<file path="src/rtl/sensor_spi_pkg.sv">
package sensor_spi_pkg;

  localparam int CFG_W = 8;

  typedef enum logic [1:0] {CH_RATE, CH_TEMP, CH_AUX1, CH_AUX2} chan_e;
  typedef enum logic [1:0] {ST_OFF, ST_POS, ST_NEG} st_e;

  // Strobes from the control side to the datapath
  typedef struct packed {
    logic capture;   // freeze a sample at read-select fall
    logic shiftOut;  // present the next sample bit
    logic zeroOut;   // present a padding zero
    logic clearOut;  // read select released
  } strobe_t;

  typedef struct packed {
    logic  hit;
    chan_e chan;
    st_e   st;
  } cfg_t;

  localparam logic [CFG_W-1:0] CODE_RATE     = 8'h20;
  localparam logic [CFG_W-1:0] CODE_TEMP     = 8'h10;
  localparam logic [CFG_W-1:0] CODE_AUX1     = 8'h40;
  localparam logic [CFG_W-1:0] CODE_AUX2     = 8'h80;
  localparam logic [CFG_W-1:0] CODE_RATE_STP = 8'h22;
  localparam logic [CFG_W-1:0] CODE_RATE_STN = 8'h21;

  function automatic cfg_t decodeCfg(input logic [CFG_W-1:0] code);
    cfg_t r;
    r.hit  = 1'b1;
    r.chan = CH_RATE;
    r.st   = ST_OFF;
    case (code)
      CODE_RATE:     r.chan = CH_RATE;
      CODE_TEMP:     r.chan = CH_TEMP;
      CODE_AUX1:     r.chan = CH_AUX1;
      CODE_AUX2:     r.chan = CH_AUX2;
      CODE_RATE_STP: r.st   = ST_POS;
      CODE_RATE_STN: r.st   = ST_NEG;
      default:       r.hit  = 1'b0;
    endcase
    return r;
  endfunction

endpackage

</file>
<file path="src/rtl/sensor_spi_ctrl.sv">
module sensor_spi_ctrl
  import sensor_spi_pkg::*;
#(
  parameter int SAMPLE_W   = 14,
  parameter int LEAD_ZEROS = 5,
  parameter int FRAME_LEN  = 20
) (
  input  logic    clk,
  input  logic    rstN,
  input  logic    sclk,
  input  logic    cfgSelN,
  input  logic    rdSelN,
  input  logic    din,
  output strobe_t strobe,
  output chan_e   chanSel,
  output st_e     stMode,
  output logic    doutOe
);

  localparam int CNT_W     = $clog2(FRAME_LEN + 2);
  localparam int FIRST_BIT = LEAD_ZEROS + 1;
  localparam int LAST_BIT  = LEAD_ZEROS + SAMPLE_W;

  logic             sclkQ, cfgSelQ, rdSelQ;
  logic [CFG_W-1:0] cfgShift;
  chan_e            chanQ;
  st_e              stQ;
  logic [CNT_W-1:0] cnt;
  logic             oeQ;

  logic             sclkFall, cfgRise, rdFall, rdRise, readEdge, inWin;
  logic [CNT_W-1:0] nextCnt;
  cfg_t             cfgDec;

  assign sclkFall = sclkQ & ~sclk;
  assign cfgRise  = ~cfgSelQ & cfgSelN;
  assign rdFall   = rdSelQ & ~rdSelN;
  assign rdRise   = ~rdSelQ & rdSelN;
  assign readEdge = sclkFall & oeQ & ~rdSelN & ~rdFall;
  assign nextCnt  = cnt + 1'b1;
  assign inWin    = (nextCnt >= CNT_W'(FIRST_BIT)) && (nextCnt <= CNT_W'(LAST_BIT));
  assign cfgDec   = decodeCfg(cfgShift);

  always_comb begin
    strobe.capture  = rdFall;
    strobe.shiftOut = readEdge & inWin;
    strobe.zeroOut  = readEdge & ~inWin;
    strobe.clearOut = rdRise;
  end

  always_ff @(posedge clk) begin
    if (!rstN) begin
      sclkQ    <= 1'b0;
      cfgSelQ  <= 1'b1;
      rdSelQ   <= 1'b1;
      cfgShift <= '0;
      chanQ    <= CH_RATE;
      stQ      <= ST_OFF;
      cnt      <= '0;
      oeQ      <= 1'b0;
    end else begin
      sclkQ   <= sclk;
      cfgSelQ <= cfgSelN;
      rdSelQ  <= rdSelN;
      if (sclkFall && !cfgSelN)
        cfgShift <= {cfgShift[CFG_W-2:0], din};
      if (cfgRise && cfgDec.hit) begin
        chanQ <= cfgDec.chan;
        stQ   <= cfgDec.st;
      end
      if (rdFall) begin
        oeQ <= 1'b1;
        cnt <= '0;
      end else if (rdRise) begin
        oeQ <= 1'b0;
      end else if (readEdge && cnt != CNT_W'(FRAME_LEN)) begin
        cnt <= nextCnt;
      end
    end
  end

  assign chanSel = chanQ;
  assign stMode  = stQ;
  assign doutOe  = oeQ;

  // enable drops once the read select is released
  assert_oe_drop_R9: assert property (@(posedge clk) disable iff (!rstN)
    rdRise |=> !doutOe);

  // unknown byte keeps channel and self-test state
  assert_keep_sel_R6: assert property (@(posedge clk) disable iff (!rstN)
    (cfgRise && !cfgDec.hit) |=> ($stable(chanSel) && $stable(stMode)));

  // selection moves only on a configuration-select rise
  assert_quiet_sel_R10: assert property (@(posedge clk) disable iff (!rstN)
    !cfgRise |=> $stable(chanSel));

endmodule

</file>
<file path="src/rtl/sensor_spi_dpath.sv">
module sensor_spi_dpath
  import sensor_spi_pkg::*;
#(
  parameter int SAMPLE_W = 14
) (
  input  logic                clk,
  input  logic                rstN,
  input  strobe_t             strobe,
  input  chan_e               chanSel,
  input  st_e                 stMode,
  input  logic [SAMPLE_W-1:0] rateIn,
  input  logic [SAMPLE_W-1:0] tempIn,
  input  logic [SAMPLE_W-1:0] aux1In,
  input  logic [SAMPLE_W-1:0] aux2In,
  input  logic [SAMPLE_W-1:0] stOffset,
  output logic                dout
);

  localparam int SUM_W = SAMPLE_W + 2;
  localparam logic signed [SUM_W-1:0] MAX_CODE = SUM_W'((1 << SAMPLE_W) - 1);

  logic signed [SUM_W-1:0] rateExt, offExt, stSum;
  logic [SAMPLE_W-1:0]     stRate, sample, shiftReg;
  logic                    doutQ;

  assign rateExt = $signed({2'b00, rateIn});
  assign offExt  = $signed({{2{stOffset[SAMPLE_W-1]}}, stOffset});

  always_comb begin
    stSum = (stMode == ST_NEG) ? rateExt - offExt : rateExt + offExt;
    if (stSum < 0)             stRate = '0;
    else if (stSum > MAX_CODE) stRate = MAX_CODE[SAMPLE_W-1:0];
    else                       stRate = stSum[SAMPLE_W-1:0];
  end

  always_comb begin
    case (chanSel)
      CH_TEMP: sample = tempIn;
      CH_AUX1: sample = aux1In;
      CH_AUX2: sample = aux2In;
      default: sample = (stMode == ST_OFF) ? rateIn : stRate;
    endcase
  end

  always_ff @(posedge clk) begin
    if (!rstN) begin
      shiftReg <= '0;
      doutQ    <= 1'b0;
    end else if (strobe.capture) begin
      shiftReg <= sample;
      doutQ    <= 1'b0;
    end else if (strobe.clearOut) begin
      doutQ <= 1'b0;
    end else if (strobe.shiftOut) begin
      doutQ    <= shiftReg[SAMPLE_W-1];
      shiftReg <= shiftReg << 1;
    end else if (strobe.zeroOut) begin
      doutQ <= 1'b0;
    end
  end

  assign dout = doutQ;

  // a plain rate capture freezes the rate input seen at that edge
  assert_freeze_R7: assert property (@(posedge clk) disable iff (!rstN)
    (strobe.capture && chanSel == CH_RATE && stMode == ST_OFF)
      |=> (shiftReg == $past(rateIn)));

  // a non-negative offset never lowers the positive self-test result
  assert_sat_pos_R5: assert property (@(posedge clk) disable iff (!rstN)
    (strobe.capture && chanSel == CH_RATE && stMode == ST_POS && !stOffset[SAMPLE_W-1])
      |=> (shiftReg >= $past(rateIn)));

  // a non-negative offset never raises the negative self-test result
  assert_sat_neg_R5: assert property (@(posedge clk) disable iff (!rstN)
    (strobe.capture && chanSel == CH_RATE && stMode == ST_NEG && !stOffset[SAMPLE_W-1])
      |=> (shiftReg <= $past(rateIn)));

endmodule

</file>
<file path="src/rtl/sensor_spi_responder.sv">
module sensor_spi_responder
  import sensor_spi_pkg::*;
#(
  parameter int SAMPLE_W   = 14,
  parameter int LEAD_ZEROS = 5,
  parameter int FRAME_LEN  = 20
) (
  input  logic                clk,
  input  logic                rstN,
  input  logic                sclk,
  input  logic                cfgSelN,
  input  logic                rdSelN,
  input  logic                din,
  input  logic [SAMPLE_W-1:0] rateIn,
  input  logic [SAMPLE_W-1:0] tempIn,
  input  logic [SAMPLE_W-1:0] aux1In,
  input  logic [SAMPLE_W-1:0] aux2In,
  input  logic [SAMPLE_W-1:0] stOffset,
  output logic                dout,
  output logic                doutOe
);

  strobe_t strobe;
  chan_e   chanSel;
  st_e     stMode;

  sensor_spi_ctrl #(
    .SAMPLE_W  (SAMPLE_W),
    .LEAD_ZEROS(LEAD_ZEROS),
    .FRAME_LEN (FRAME_LEN)
  ) u_ctrl (
    .clk    (clk),
    .rstN   (rstN),
    .sclk   (sclk),
    .cfgSelN(cfgSelN),
    .rdSelN (rdSelN),
    .din    (din),
    .strobe (strobe),
    .chanSel(chanSel),
    .stMode (stMode),
    .doutOe (doutOe)
  );

  sensor_spi_dpath #(
    .SAMPLE_W(SAMPLE_W)
  ) u_dpath (
    .clk     (clk),
    .rstN    (rstN),
    .strobe  (strobe),
    .chanSel (chanSel),
    .stMode  (stMode),
    .rateIn  (rateIn),
    .tempIn  (tempIn),
    .aux1In  (aux1In),
    .aux2In  (aux2In),
    .stOffset(stOffset),
    .dout    (dout)
  );

endmodule

</file>
<file path="config.mk">
export PLATFORM = sky130hd
export DESIGN_NAME = sensor_spi_responder
export DESIGN_NICKNAME = d
export VERILOG_FILES = /design/src/rtl/sensor_spi_pkg.sv /design/src/rtl/sensor_spi_ctrl.sv /design/src/rtl/sensor_spi_dpath.sv /design/src/rtl/sensor_spi_responder.sv
export SDC_FILE = /design/constraint.sdc
export NUM_CORES = 1
export LEC_CHECK = 0
export BUFFER_PORTS_ARGS = -buffer_cell sky130_fd_sc_hd__buf_2
export CORE_MARGIN = 2
export CORE_UTILIZATION = 41
export DETAILED_ROUTE_END_ITERATION = 8
export PLACE_DENSITY = 0.7
export REMOVE_ABC_BUFFERS = 1
export SLEW_MARGIN = 30
export SYNTH_ARGS = -nofsm -noshare
export SYNTH_HDL_FRONTEND = slang
export SYNTH_HIERARCHICAL = 1
export SYNTH_SLANG_ARGS = --single-unit
</file>
<file path="constraint.sdc">
create_clock -name clk -period 3.2 [get_ports clk]
set_input_delay 0.48 -clock clk [delete_from_list [all_inputs] [get_ports clk]]
set_output_delay 0.48 -clock clk [all_outputs]
set_load 0.03 [all_outputs]
</file>
==> results.txt <==
----------------------------------------------------
[Yosys]
  Sequential area share after synthesis ... 0.2092
  Synth Register Bits ... 36
  Commonest cells in the synthesized netlist ... sky130_fd_sc_hd__a21oi_1, sky130_fd_sc_hd__o21ai_0, sky130_fd_sc_hd__nand2_1
  Portion of synthesized cell area occupied by the leading cell type ... 0.2092
  Number of warnings issued by yosys ... 6
  Number of enable flip-flop cells after synthesis ... 0
  Mapped Cells ... ~440
  Post-synth top area cell ... sky130_fd_sc_hd__dfxtp_1
  Top post-synthesis cells by area ... sky130_fd_sc_hd__dfxtp_1, sky130_fd_sc_hd__ha_1, sky130_fd_sc_hd__mux2i_1
  Cell area after synthesis ... between 0.003 and 0.004 sq mm
  Async set or reset register ratio after synthesis ... 0
  Synthesized area divided by synthesized cell count ... 7.776 sq um
  Count of cell types in the netlist ... 65
  Most used flip-flop cell after synthesis ... sky130_fd_sc_hd__dfxtp_1
  Library cell with the highest instance count after synthesis ... sky130_fd_sc_hd__a21oi_1

[Place]
  Detailed Place HPWL ... approximately 7600 um
  Routability cong. ... 0.8852
  Number of buffer cells added on primary ports ... 77

[Worst setup path]
  Gate family responsible for the most delay along the worst path ... simple AND/OR/NAND/NOR gates
  Worst path depth ... 15
  Worst Path Buf+Inv ... 3
  Crit end category ... register
  Critical path class ... in -> reg
  Required time of the critical path ... 3370 ps
  Slowest cell on crit path ... sky130_fd_sc_hd__or4_4
  Launching element type of the critical path ... input port
  Top fanout value on the critical path ... 7
  Critical-path cell list ... buf_2 > buf_4 > or4_4 > nor2_4 > nor2_1 > xnor2_1 > ha_2 > a21oi_2 > nand2_1 > o211ai_1 > a41oi_2 > xnor2_2 > buf_4 > nor2b_1 > o211ai_2
  CP most frequent cell ... sky130_fd_sc_hd__buf_4
  Worst endpoint data arrival time ... around 3300 ps
  Largest stage delay on the critical path ... around 470 ps
  Worst reg-to-reg path cell count ... 13

[Global routing]
  Overall overflow remaining after global route ... 0
  Global-route wire length before repair ... 15900 um
  Busiest layer in global routing ... met2
  Via count of the first global-routing pass ... 3545
  Antenna violations before repair ... 0
  Met1 Resource Use GR ... 0.2809
  Maximum number of pins on one net before global-route repair ... 36
  Total global routing track utilization ... 0.2128
  Global Route met3 Usage ... 0.02055
  Fraction of met2 tracks used by global routing ... 0.3706

[Power and ir drop]
  Pleak ... roughly 1.9 nW
  Areal power density over the cells ... approximately 290 mW/mm^2
  Worst IR Drop VDD ... between 0.15 and 0.2 mV
  Overall Power ... about 0.0013 W

[Drt]
  Average via count per standard cell ... ~5.5
  Number of iterations in the first detailed-routing pass ... 4
  Post-Route WL ... around 9700 um
  DR DRC count ... 0
  DRT antenna net count ... 0
  Average routed wire per standard cell ... between 10 and 15 um
  Number of vias in the routed layout ... 3680
  Violation count after the first detailed-routing iteration ... approximately 230

[Floorplan]
  Initial core utilization ... 0.4213
  Die area ... approximately 0.0092 sq mm
  CORE AREA ... just over 0.008 sq mm
  Total I/O pin count ... between 70 and 80
  Die boundary height ... 95.66 um
  Num rows ... 33
  Die width ... 95.66 um

[Cells and area]
  Net count of the finished layout ... ~660
  Multi-input combinational cell area ... 0.002689 sq mm
  Sequential Area ... just over 700 sq um
  Share of final-layout standard cells stronger than drive strength 1 ... 0.3198
  Signed area change from the synthesized netlist to the final layout ... 32.66%
  Antenna diode count ... 0
  Fill cell count ... between 700 and 800

[Clock tree]
  Clock slew at reported path FFs ... ~70 ps
  CTS HTree Levels ... 2
  Total CTS buffers ... 5
  Clock tree from TritonCTS ... done
  Clock Sink Count ... 36
  Clock tree buffer depth ... 2
  CTS root buffer ... sky130_fd_sc_hd__clkbuf_8
  Clock latency of the later-clocked register in the worst-skew pair ... roughly 290 ps
  Hold-fix buffers, CTS ... 0

[STA]
  Max frequency ... ~320 MHz
  Hold Vio Cnt, Final ... 0
  RSZ-0062 raised after global routing ... true
  Share of the clock period used by the worst path ... 0.9905
  Final Max Tran Viols ... 0
  Post-layout minimum cycle time ... roughly 3200 ps
  Count of endpoints failing setup in the final report ... 0
  Final sum of negative setup slack ... 0 ps
  Slew Limit Headroom ... 0.3833
  Transition time at the pin with the least slew margin ... 921.6 ps
  Setup skew after layout ... ~6 ps

[Min path]
  Cells on Worst Hold Path ... 2
  Worst min-delay path category ... in -> reg

[Outcome]
  Result of the run ... complete, no violations

[Run]
  Maxcap violations ... 0

----------------------------------------------------
cells by family after synthesis:
kind of cell    after synthesis  synth area share
fa+ha+maj                    22           0.08209
compound gates              150            0.2833
mux                          30           0.08936
xor+xnor                     30           0.07628
buf+inv                      39           0.04722
simple gates                136            0.2125
flops                        36            0.2092
worst paths after layout:
check / slack, ps / to / start
worst max-delay path: 30 / u_dpath/shiftReg[0] / stOffset[0]
worst min-delay path: 410 / u_ctrl/cfgSelQ / cfgSelN
worst max register to register: 160 / u_dpath/shiftReg[0] / u_ctrl/stMode[1]
worst min register to register: 530 / u_dpath/dout / u_dpath/shiftReg[13]
state kept, by name, summed over array words and instances, names as in the netlist:
register and cells:
u_ctrl/rdSelQ 1, u_ctrl/stMode 2, u_ctrl/sclkQ 1, u_ctrl/cfgShift 8
u_ctrl/chanSel 2, u_ctrl/doutOe 1, u_dpath/shiftReg 14, u_ctrl/cfgSelQ 1
u_ctrl/cnt 5, u_dpath/dout 1
layer usage:
| layer | up-vias | part of all wire |
|---|---|---|
| met5 | - | 0 |
| met4 | 0 | 0.016 |
| met3 | 14 | 0.042 |
| met2 | 95 | 0.48 |
| met1 | 1691 | 0.46 |
| li1 | 1880 | - |
through the flow:
stage | hold WS (ps) | worst slack, ps | instances | util | cell area, sq um
6_report | 411.6 | 30.49 | 671 | 0.5589 | 4569
5_1_grt | 407.2 | -79.93 | 671 | 0.5589 | 4569
4_1_cts | 401.3 | 53.39 | 664 | 0.5347 | 4372
3_5_place_dp | 510.6 | -315.4 | 657 | 0.5220 | 4268
3_3_place_gp | 499.3 | -199.5 | 657 | 0.5220 | 4268
2_1_floorplan | 465.1 | -171.4 | 421 | - | 3346
final cells by class:
type                       count  share of cell area
clock buffer                   7             0.02108
tap                          105             0.02875
sequential                    36              0.1577
multi-input combinational    368              0.5884
timing repair buffer         138              0.1895
inverter                      17             0.01451
timing repair:
item | CTS | global route
cloned | 0 | 2
pin swaps | 0 | 16
endpoints found under the hold margin | 0 | 0
setup endpoints to repair | 4 | 14
resized for setup | 1 | 42
buffers inserted | 0 | 5
placed cells by master (no fill, tap or decap), types with 4 or more instances in the layout:
cell | synthesis | final
sky130_fd_sc_hd__buf_2 | 1 | 77
sky130_fd_sc_hd__buf_4 | 2 | 55
sky130_fd_sc_hd__a21oi_1 | 44 | 41
sky130_fd_sc_hd__nand2_1 | 38 | 38
sky130_fd_sc_hd__o21ai_0 | 42 | 36
sky130_fd_sc_hd__dfxtp_1 | 36 | 36
sky130_fd_sc_hd__mux2i_1 | 26 | 26
sky130_fd_sc_hd__nor2_1 | 22 | 21
sky130_fd_sc_hd__nor2b_1 | 18 | 18
sky130_fd_sc_hd__xnor2_1 | 18 | 17
sky130_fd_sc_hd__ha_1 | 21 | 17
sky130_fd_sc_hd__inv_1 | 16 | 14
sky130_fd_sc_hd__xor2_1 | 12 | 12
sky130_fd_sc_hd__nand2b_1 | 12 | 11
sky130_fd_sc_hd__o21a_1 | 10 | 10
sky130_fd_sc_hd__o211ai_1 | 8 | 8
sky130_fd_sc_hd__o221ai_1 | 8 | 8
sky130_fd_sc_hd__clkbuf_8 | 0 | 7
sky130_fd_sc_hd__nand3_1 | 7 | 7
sky130_fd_sc_hd__o21ai_1 | 4 | 7
sky130_fd_sc_hd__buf_6 | 1 | 6
sky130_fd_sc_hd__nor3_1 | 7 | 6
sky130_fd_sc_hd__a221oi_1 | 6 | 6
sky130_fd_sc_hd__nand4b_1 | 5 | 5
sky130_fd_sc_hd__a211oi_1 | 4 | 4
power by group:
| part | internal [W] | switching, W | total [W] |
|---|---|---|---|
| registers | 0.000466 | 0.0000111 | 0.000477 |
| logic | 0.000242 | 0.000243 | 0.000486 |
| clock network | 0.000192 | 0.000156 | 0.000348 |
| total | 0.000900 | 0.000410 | 0.00131 |
(Power assumes the default switching activity.)
